<file path="src/rtl/tw_pkg.sv">
package tw_pkg;
  typedef enum logic [1:0] {
    PH_IDLE  = 2'd0,
    PH_SHIFT = 2'd1,
    PH_DONE  = 2'd2
  } tw_phase_e;
endpackage

</file>
<file path="src/rtl/tw_sync.sv">
module tw_sync #(
  parameter int             W       = 1,
  parameter int             STAGES  = 2,
  parameter logic [W-1:0]   RST_VAL = '0
) (
  input  logic         clk,
  input  logic         rst,
  input  logic [W-1:0] d_i,
  output logic [W-1:0] q_o
);
  logic [W-1:0] stage_q [STAGES];

  always_ff @(posedge clk) begin
    if (rst) begin
      for (int s = 0; s < STAGES; s++) stage_q[s] <= RST_VAL;
    end else begin
      stage_q[0] <= d_i;
      for (int s = 1; s < STAGES; s++) stage_q[s] <= stage_q[s-1];
    end
  end

  assign q_o = stage_q[STAGES-1];
endmodule

</file>
<file path="src/rtl/tw_regfile.sv">
module tw_regfile #(
  parameter int ADDR_W = 4,
  parameter int DATA_W = 8
) (
  input  logic              clk,
  input  logic              rst,
  input  logic              a_we_i,
  input  logic [ADDR_W-1:0] a_waddr_i,
  input  logic [DATA_W-1:0] a_wdata_i,
  input  logic              b_we_i,
  input  logic [ADDR_W-1:0] b_waddr_i,
  input  logic [DATA_W-1:0] b_wdata_i,
  input  logic [ADDR_W-1:0] ra_addr_i,
  output logic [DATA_W-1:0] ra_data_o,
  input  logic [ADDR_W-1:0] rb_addr_i,
  output logic [DATA_W-1:0] rb_data_o
);
  localparam int DEPTH = 1 << ADDR_W;

  logic [DATA_W-1:0] mem [DEPTH];
  logic              we;
  logic [ADDR_W-1:0] waddr;
  logic [DATA_W-1:0] wdata;

  // The serial side takes priority when both ports write in the same cycle.
  always_comb begin
    we    = a_we_i | b_we_i;
    waddr = a_we_i ? a_waddr_i : b_waddr_i;
    wdata = a_we_i ? a_wdata_i : b_wdata_i;
  end

  // The array has no reset, so it can map onto block or distributed RAM.
  always_ff @(posedge clk) begin
    if (we) mem[waddr] <= wdata;
  end

  always_ff @(posedge clk) begin
    if (rst) begin
      ra_data_o <= '0;
      rb_data_o <= '0;
    end else begin
      ra_data_o <= mem[ra_addr_i];
      rb_data_o <= mem[rb_addr_i];
    end
  end

  AST_WRITE_LANDS: assert property (@(posedge clk) disable iff (rst)
    we |=> (mem[$past(waddr)] == $past(wdata)));
endmodule

</file>
<file path="src/rtl/tw_frame.sv">
module tw_frame
  import tw_pkg::*;
#(
  parameter int ADDR_W   = 4,
  parameter int DATA_W   = 8,
  parameter int GAP_CLKS = 3
) (
  input  logic              clk,
  input  logic              rst,
  input  logic              sck_s_i,
  input  logic              sel_n_s_i,
  input  logic              sdi_s_i,
  input  logic [DATA_W-1:0] rd_data_i,
  output logic [ADDR_W-1:0] addr_o,
  output logic              wr_en_o,
  output logic [ADDR_W-1:0] wr_addr_o,
  output logic [DATA_W-1:0] wr_data_o,
  output logic              sdo_o,
  output logic              sdo_oe_o
);
  localparam int FRAME = ADDR_W + 1 + GAP_CLKS + DATA_W;
  localparam int CNT_W = $clog2(FRAME + 1);
  localparam logic [CNT_W-1:0] C_ADDR_LAST = CNT_W'(ADDR_W - 1);
  localparam logic [CNT_W-1:0] C_DIR       = CNT_W'(ADDR_W);
  localparam logic [CNT_W-1:0] C_LOAD      = CNT_W'(ADDR_W + GAP_CLKS);
  localparam logic [CNT_W-1:0] C_DRV_LO    = CNT_W'(ADDR_W + GAP_CLKS + 1);
  localparam logic [CNT_W-1:0] C_LAST      = CNT_W'(FRAME - 1);
  localparam logic [CNT_W-1:0] C_FRAME     = CNT_W'(FRAME);

  tw_phase_e         phase_q;
  logic [CNT_W-1:0]  cnt_q;
  logic [DATA_W-1:0] shreg_q;
  logic [DATA_W-1:0] out_sh_q;
  logic              is_read_q;
  logic              sck_d_q;
  logic              sel_d_q;
  logic              sck_rise;
  logic              sck_fall;
  logic              sel_fall;

  always_ff @(posedge clk) begin
    if (rst) begin
      sck_d_q <= 1'b0;
      sel_d_q <= 1'b1;
    end else begin
      sck_d_q <= sck_s_i;
      sel_d_q <= sel_n_s_i;
    end
  end

  assign sck_rise = sck_s_i & ~sck_d_q;
  assign sck_fall = ~sck_s_i & sck_d_q;
  assign sel_fall = ~sel_n_s_i & sel_d_q;

  always_ff @(posedge clk) begin
    if (rst) begin
      phase_q   <= PH_IDLE;
      cnt_q     <= '0;
      shreg_q   <= '0;
      out_sh_q  <= '0;
      is_read_q <= 1'b0;
      addr_o    <= '0;
      wr_en_o   <= 1'b0;
      wr_addr_o <= '0;
      wr_data_o <= '0;
      sdo_o     <= 1'b0;
      sdo_oe_o  <= 1'b0;
    end else begin
      wr_en_o <= 1'b0;
      if (sel_n_s_i) begin
        phase_q  <= PH_IDLE;
        sdo_oe_o <= 1'b0;
      end else if (sel_fall) begin
        phase_q   <= PH_SHIFT;
        cnt_q     <= '0;
        is_read_q <= 1'b0;
        sdo_oe_o  <= 1'b0;
      end else begin
        if (sck_rise && phase_q == PH_SHIFT) begin
          shreg_q <= {shreg_q[DATA_W-2:0], sdi_s_i};
          cnt_q   <= cnt_q + CNT_W'(1);
          if (cnt_q == C_ADDR_LAST) addr_o <= {shreg_q[ADDR_W-2:0], sdi_s_i};
          if (cnt_q == C_DIR) is_read_q <= sdi_s_i;
          if (cnt_q == C_LOAD && is_read_q) out_sh_q <= rd_data_i;
          if (cnt_q == C_LAST) begin
            phase_q <= PH_DONE;
            if (!is_read_q) begin
              wr_en_o   <= 1'b1;
              wr_addr_o <= addr_o;
              wr_data_o <= {shreg_q[DATA_W-2:0], sdi_s_i};
            end
          end
        end
        if (sck_fall && phase_q != PH_IDLE && is_read_q) begin
          if (cnt_q >= C_DRV_LO && cnt_q <= C_LAST) begin
            sdo_o    <= out_sh_q[DATA_W-1];
            out_sh_q <= out_sh_q << 1;
            sdo_oe_o <= 1'b1;
          end else begin
            sdo_oe_o <= 1'b0;
          end
        end
      end
    end
  end

  AST_OE_ONLY_READ: assert property (@(posedge clk) disable iff (rst)
    sdo_oe_o |-> (is_read_q && phase_q != PH_IDLE));
  AST_OE_OFF_DESELECT: assert property (@(posedge clk) disable iff (rst)
    sel_n_s_i |=> !sdo_oe_o);
  AST_WRITE_AT_END: assert property (@(posedge clk) disable iff (rst)
    wr_en_o |-> (phase_q == PH_DONE && !is_read_q));
  AST_ABORT_NO_WRITE: assert property (@(posedge clk) disable iff (rst)
    (sel_n_s_i && phase_q == PH_SHIFT) |=> !wr_en_o);
  AST_CNT_BOUND: assert property (@(posedge clk) disable iff (rst)
    cnt_q <= C_FRAME);
endmodule

</file>
<file path="src/rtl/tw_serial_regs.sv">
module tw_serial_regs #(
  parameter int ADDR_W      = 4,
  parameter int DATA_W      = 8,
  parameter int GAP_CLKS    = 3,
  parameter int SYNC_STAGES = 2
) (
  input  logic              clk,
  input  logic              rst,
  input  logic              sck_i,
  input  logic              sel_n_i,
  input  logic              sdio_i,
  output logic              sdio_o,
  output logic              sdio_oe_o,
  input  logic              dev_we_i,
  input  logic [ADDR_W-1:0] dev_waddr_i,
  input  logic [DATA_W-1:0] dev_wdata_i,
  input  logic [ADDR_W-1:0] dev_raddr_i,
  output logic [DATA_W-1:0] dev_rdata_o
);
  logic [2:0]        pins_s;
  logic [ADDR_W-1:0] bus_addr;
  logic              bus_we;
  logic [ADDR_W-1:0] bus_waddr;
  logic [DATA_W-1:0] bus_wdata;
  logic [DATA_W-1:0] bus_rdata;

  // The data pin uses the same depth as the clock and select, so all three stay aligned.
  tw_sync #(.W(3), .STAGES(SYNC_STAGES), .RST_VAL(3'b010)) u_sync (
    .clk (clk),
    .rst (rst),
    .d_i ({sdio_i, sel_n_i, sck_i}),
    .q_o (pins_s)
  );

  tw_frame #(.ADDR_W(ADDR_W), .DATA_W(DATA_W), .GAP_CLKS(GAP_CLKS)) u_frame (
    .clk       (clk),
    .rst       (rst),
    .sck_s_i   (pins_s[0]),
    .sel_n_s_i (pins_s[1]),
    .sdi_s_i   (pins_s[2]),
    .rd_data_i (bus_rdata),
    .addr_o    (bus_addr),
    .wr_en_o   (bus_we),
    .wr_addr_o (bus_waddr),
    .wr_data_o (bus_wdata),
    .sdo_o     (sdio_o),
    .sdo_oe_o  (sdio_oe_o)
  );

  tw_regfile #(.ADDR_W(ADDR_W), .DATA_W(DATA_W)) u_regs (
    .clk       (clk),
    .rst       (rst),
    .a_we_i    (bus_we),
    .a_waddr_i (bus_waddr),
    .a_wdata_i (bus_wdata),
    .b_we_i    (dev_we_i),
    .b_waddr_i (dev_waddr_i),
    .b_wdata_i (dev_wdata_i),
    .ra_addr_i (bus_addr),
    .ra_data_o (bus_rdata),
    .rb_addr_i (dev_raddr_i),
    .rb_data_o (dev_rdata_o)
  );
endmodule

</file>
<file path="config.mk">
export PLATFORM = sky130hd
export DESIGN_NAME = tw_serial_regs
export DESIGN_NICKNAME = d
export VERILOG_FILES = /design/src/rtl/tw_pkg.sv /design/src/rtl/tw_sync.sv /design/src/rtl/tw_regfile.sv /design/src/rtl/tw_frame.sv /design/src/rtl/tw_serial_regs.sv
export SDC_FILE = /design/constraint.sdc
export NUM_CORES = 1
export LEC_CHECK = 0
export ABC_AREA = 0
export BUFFER_PORTS_ARGS = -buffer_cell sky130_fd_sc_hd__buf_4
export CAP_MARGIN = 25
export CORE_ASPECT_RATIO = 0.75
export CORE_UTILIZATION = 55
export CTS_BUF_LIST = sky130_fd_sc_hd__clkbuf_4 sky130_fd_sc_hd__clkbuf_8
export CTS_CLUSTER_DIAMETER = 120
export DETAILED_ROUTE_END_ITERATION = 12
export GPL_TIMING_DRIVEN = 0
export PLACE_DENSITY = 0.72
export SYNTH_ARGS = -nofsm -noshare
export SYNTH_HDL_FRONTEND = slang
export SYNTH_SLANG_ARGS = --single-unit
</file>
<file path="constraint.sdc">
create_clock -name clk -period 3.4 [get_ports clk]
set_input_delay 0.51 -clock clk [delete_from_list [all_inputs] [get_ports clk]]
set_output_delay 0.51 -clock clk [all_outputs]
set_load 0.01 [all_outputs]
</file>
Yosys cells after proc, flatten, opt, wreduce, memory -nomap -nowiden. Memory sizes are Yosys's and may differ from the RTL's. A register that Yosys moved wholly into a read port is not among the register bits. Index checks and enable logic that the tools add are counted.

Register bits: 44. Bits in writable memories: 134. Input bits: 22. Output and inout port bits: 10. Logic and storage cells: 81. Memories kept: 2.

Add/sub/neg operators: 1. $lt $le $gt $ge: 2. Equal/unequal tests: 5. Mux-type cells: 23. Bitwise operators: 13. Reductions and logical operators: 21.

Memories: u_regs.mem (depth 16, bits a word 8, rd ports 2, clocked after memory_dff 2, write ports 1, RTL line tw_regfile.sv:20) `logic [DATA_W-1:0] mem [DEPTH];`; u_sync.stage_q (depth 2, bits a word 3, rd ports 2, clocked after memory_dff 0, write ports 2, RTL line tw_sync.sv:11) `logic [W-1:0] stage_q [STAGES];`.

Operators by type and width (number): 8-bit 2-to-1 mux (5); 1-bit 2-to-1 mux (13); 5-bit by 3-bit == test with 1-bit output (second input constant) (2); 5-bit 2-to-1 mux (2); 2-bit AND reduction (4); 4-bit AND reduction (2); 2-bit nonzero test (4); 1-bit inverter (7); 3-bit 2-to-1 mux (2); 3-bit AND reduction (2); 5-bit by 1-bit adder with 5-bit output (second input constant) (1); 5-bit by 2-bit == test with 1-bit output (second input constant) (1); 5-bit by 4-bit == test with 1-bit output (second input constant) (1); 5-bit by 4-bit >= comparator with 1-bit output (second input constant) (1); 5-bit by 4-bit less-or-equal comparator with 1-bit output (second input constant) (1); 1-bit logical AND (5); 5-bit AND reduction (1); 5-bit OR reduction (1); 4-bit 2-to-1 mux (1); 1-bit bitwise AND (3); 1-bit bitwise OR (3); 3-bit OR reduction (1); 2-bit by 1-bit == test with 1-bit output (second input constant) (1); 2-bit OR reduction (1).

Logic depth before layout (Yosys ltp).
Depth after elaboration: 6. Gate-level depth with buffers: 7.

Hierarchy. A second synthesis with hierarchy kept.

Cells, all modules: 615. Area total of the unflattened synthesis: 8768.4 µm².

Modules (own cells, without submodules): tw_regfile (instances 1, cells each 389, area an instance 6625.1 µm²); tw_frame (instances 1, cells each 211, area an instance 1963.1 µm²); tw_sync (instances 1, cells each 15, area an instance 180.2 µm²).

Least setup slack after synthesis. Ideal clock, no wire load.

Path type: register to register. Start: reg u_frame.wr_en_o. End: mem u_regs.mem[1][0], enable pin. Library setup time: 0.370 ns. Arrival: 1.484 ns. Data required time: 3.030 ns. Path slack: 1.545 ns. Cell stages (with the launch flop): 5. Path buffers: 2. Cell sequence: dfxtp_1 > clkbuf_1 > clkbuf_1 > a31oi_1 > nor2_1.

Cells in the longest elaborated chain, start to end: 3.

Ends and longest elaborated chain: start, declared (RTL line tw_frame.sv:15) `output logic wr_en_o,`; start signal, assigned (RTL line tw_frame.sv:63) `wr_en_o <= 1'b0;`; start signal, assigned (RTL line tw_frame.sv:69) `wr_en_o <= 1'b0;`; start signal, assigned (RTL line tw_frame.sv:88) `wr_en_o <= 1'b1;`; 1-bit bitwise OR (RTL line tw_regfile.sv:27) `we = a_we_i | b_we_i;`; 1-bit 2-to-1 mux (RTL line tw_regfile.sv:34) `if (we) mem[waddr] <= wdata;`; 1-bit 2-to-1 mux (implied by the code) (RTL line tw_regfile.sv:34); end, declared (RTL line tw_regfile.sv:20).

Several ways; a longest one is shown, not always the timed one.

Worst setup path after layout.
Start: reg u_frame.wr_en_o. End: mem u_regs.mem[8][5], enable pin.

Same word-level chain as after synthesis.

==> impl_metrics.tcl <==
set metrics [dict create \
    status "complete, no violations" \
    port-buffer-count 28 \
    gp_congestion 0.859 \
    ys_warn_count 0 \
    worst_pin_slew_ps 1060 \
    rsz0062_at_grt "false" \
    setup_tns_ps 0 \
    endpoint_kind "flop" \
    clk_latency_ps 470 \
    required_ps 3490 \
    drive_above_1_share_pct 19.3 \
    final.min_clock_period_ps 2720 \
    clk_pin_slew_ps 100 \
    cts_setup_buffers 0 \
    holdCritPathClass "primary input to flop" \
    cts_sinks 194 \
    cpPeakStageDelay_ps 810 \
    p_total_w 0.00432 \
    ys_types 54 \
    fin_nets 702 \
    drt_iter0_markers 709 \
    period_share_pct 80.0 \
    hold_viol_final 0 \
    final_cells 895 \
    ctsResizeCount 0 \
    clk_path_buf_depth 2 \
    irDropWorstVdd_uv 282 \
    dp_hpwl_um 14600 \
    crit_slowest_cell "nor2_1" \
    setup-violations-final 0 \
    row_count 39 \
    min_path_cells 2 \
    pin_count 32 \
    syn_area_sq_um 8690 \
    crit_fanout 10 \
    crit_type "flop to flop" \
    placed_cells 862 \
    seq_area_frac_synth_pct 59.4 \
    route.detailed.drc 0 \
    crit_chain "clkbuf_1 > clkbuf_1 > a22oi_1 > nor2_1" \
    vias 5675 \
    coreArea_sq_um 15300 \
    maxCapViolations 0 \
    grt_max_degree 19 \
    cp.arrival_ps 2810 \
    avgSynthCellArea_sq_um 13.8 \
    die_y_um 111 \
    synthesis.nets 654 \
    critPathMostFrequentCell "clkbuf_1" \
    grt_pass1_wl_um 31700 \
    cts_root_buf "clkbuf_8" \
    cts_made_buffers 17 \
    antenna_found_initial 0 \
    grt_pass1_vias 5463 \
    diodes 0 \
    dieArea_sq_um 16300 \
    start_kind "flop" \
    firstDrtPassIters 5 \
    power.leakage_nw 3.10 \
    overflow 0 \
    ys_ff_latch 194 \
    synthCells 629 \
    worst-r2r-cell-count 4 \
    synth_ff_type "edfxtp_1" \
    cts_tree "yes" \
    die_w_um 147 \
    synthToLayoutAreaGrowth_pct 10.1 \
    p_per_area_nw_per_um2 452 \
    synth_edf_count 128 \
    fmax_ghz 0.368 \
    synthArstFlopShare_pct 0 \
    wl_um 20500 \
    fillCellCount 1161 \
    skew_ps 16.4 \
    grtUsageTotal_pct 26.6 \
    viasPerCell 6.34 \
    cts-htree-levels 4 \
    slew_violations 0 \
    ctsHoldBuffers 0 \
    wl_per_cell_um 22.9 \
    start_util_pct 56.7 \
    holdWs_ps 215 \
    detail-route-antenna-nets 0 \
    slew_headroom_pct 29.4 \
]
area by class of cell:
type | count | area (sq um) | share of cell area [%]
plain buffers | 38 | 210 | 2.20
clock buffers | 19 | 262 | 2.73
clock inverters | 13 | 140 | 1.46
inverters | 8 | 30.0 | 0.314
multi-input cells | 389 | 3290 | 34.3
flip-flops and latches | 194 | 5160 | 54.0
well taps | 205 | 256 | 2.68
repair buffers | 29 | 221 | 2.31
placed cells by master (no fill, tap or decap), types with 7 or more instances in the layout:
cell,instances
nor2b_1,11
mux4_2,36
mux2i_1,82
a31oi_1,7
nand3_1,13
clkbuf_8,19
a21oi_1,14
mux2_2,8
nand2b_1,11
o21ai_0,14
nand2_1,44
nor2_1,51
buf_4,38
dfxtp_1,66
inv_1,8
edfxtp_1,128
clkbuf_1,17
a22oi_1,28
per-stage QoR:
step	util [%]	area (sq um)	setup WS, ps
floorplan	-	8690	1550
global placement	59.8	9160	758
detailed placement	59.8	9160	621
CTS	62.4	9560	605
global route	62.5	9570	525
finish	62.5	9570	682
worst max-delay path, delay by kind of cell, from the launching register on:
kind	cells	cell delay (ps)
AND/OR/NAND/NOR	1	810
AO/OA/AOI/OAI	1	270
buffers and inverters	2	870
flip-flops	1	380
synth_stat cells, drive strengths merged, types with 2 or more instances:
cell	count	area share, %
nor4	3	0.56
and2	2	0.14
clkbuf	17	0.73
o21ai	15	0.86
a221o	3	0.35
a311oi	6	0.60
o21bai	2	0.17
buf	21	1.7
a21oi	14	0.81
nor2b	11	0.79
mux2i	82	9.4
nor3b	5	0.43
and3	4	0.29
a22o	3	0.30
mux4	36	9.3
inv	8	0.35
nor2	52	2.3
o2bb2ai	6	0.60
or2	6	0.43
ha	3	0.43
mux2	8	1.0
nand3	13	0.75
nor4b	2	0.20
a31oi	7	0.50
o22ai	4	0.29
a22oi	28	2.4
nand2	44	1.9
nand2b	11	0.79
edfxtp	128	44
dfxtp	66	15
nor3	3	0.17
power by group:
group          switching (W)  total, W  internal (W)  leakage, nW
clock               0.000860   0.00151      0.000648        0.205
sequential         0.0000188   0.00257       0.00255         1.69
combinational       0.000138  0.000244      0.000106         1.20
total                0.00102   0.00432       0.00330         3.10
layer usage:
| layer | part of all wire, % | GRT usage (%) | up-vias |
|---|---|---|---|
| met3 | 7.7 | 5.35 | 31 |
| li1 | - | - | 2521 |
| met1 | 46 | 41.0 | 2869 |
| met5 | 0 | 0 | - |
| met4 | 1.8 | 8.45 | 0 |
| met2 | 44 | 37.7 | 254 |
registers in the layout, summed over array words and instances (netlist names), 2 cells and up:
signal and cells:
u_frame.addr_o 4, u_frame.cnt_q 5, u_frame.out_sh_q 8, u_frame.phase_q 2, u_frame.shreg_q 7, u_frame.wr_addr_o 4
u_frame.wr_data_o 8, u_regs.mem 128, u_regs.ra_data_o 8, u_regs.rb_data_o 8, u_sync.stage_q 6
cell families after synthesis:
| kind of cell | synth area share, % |
|---|---|
| AOI/OAI and AO/OA | 7.90 |
| adders and majority gates | 0.432 |
| buffers and inverters | 2.76 |
| DFF | 59.4 |
| muxes | 19.8 |
| and+or+nand+nor | 9.67 |
final timing paths:
path	slack (ps)	endpoint	from
setup reg to reg	680	u_regs.mem[8][5]	u_frame.wr_en_o
setup / recovery	680	u_regs.mem[8][5]	u_frame.wr_en_o
hold / removal	210	u_sync.stage_q[0][1]	sel_n_i
hold reg to reg	430	u_sync.stage_q[0][4]	u_sync.stage_q[0][1]
(Power assumes the default switching activity.)
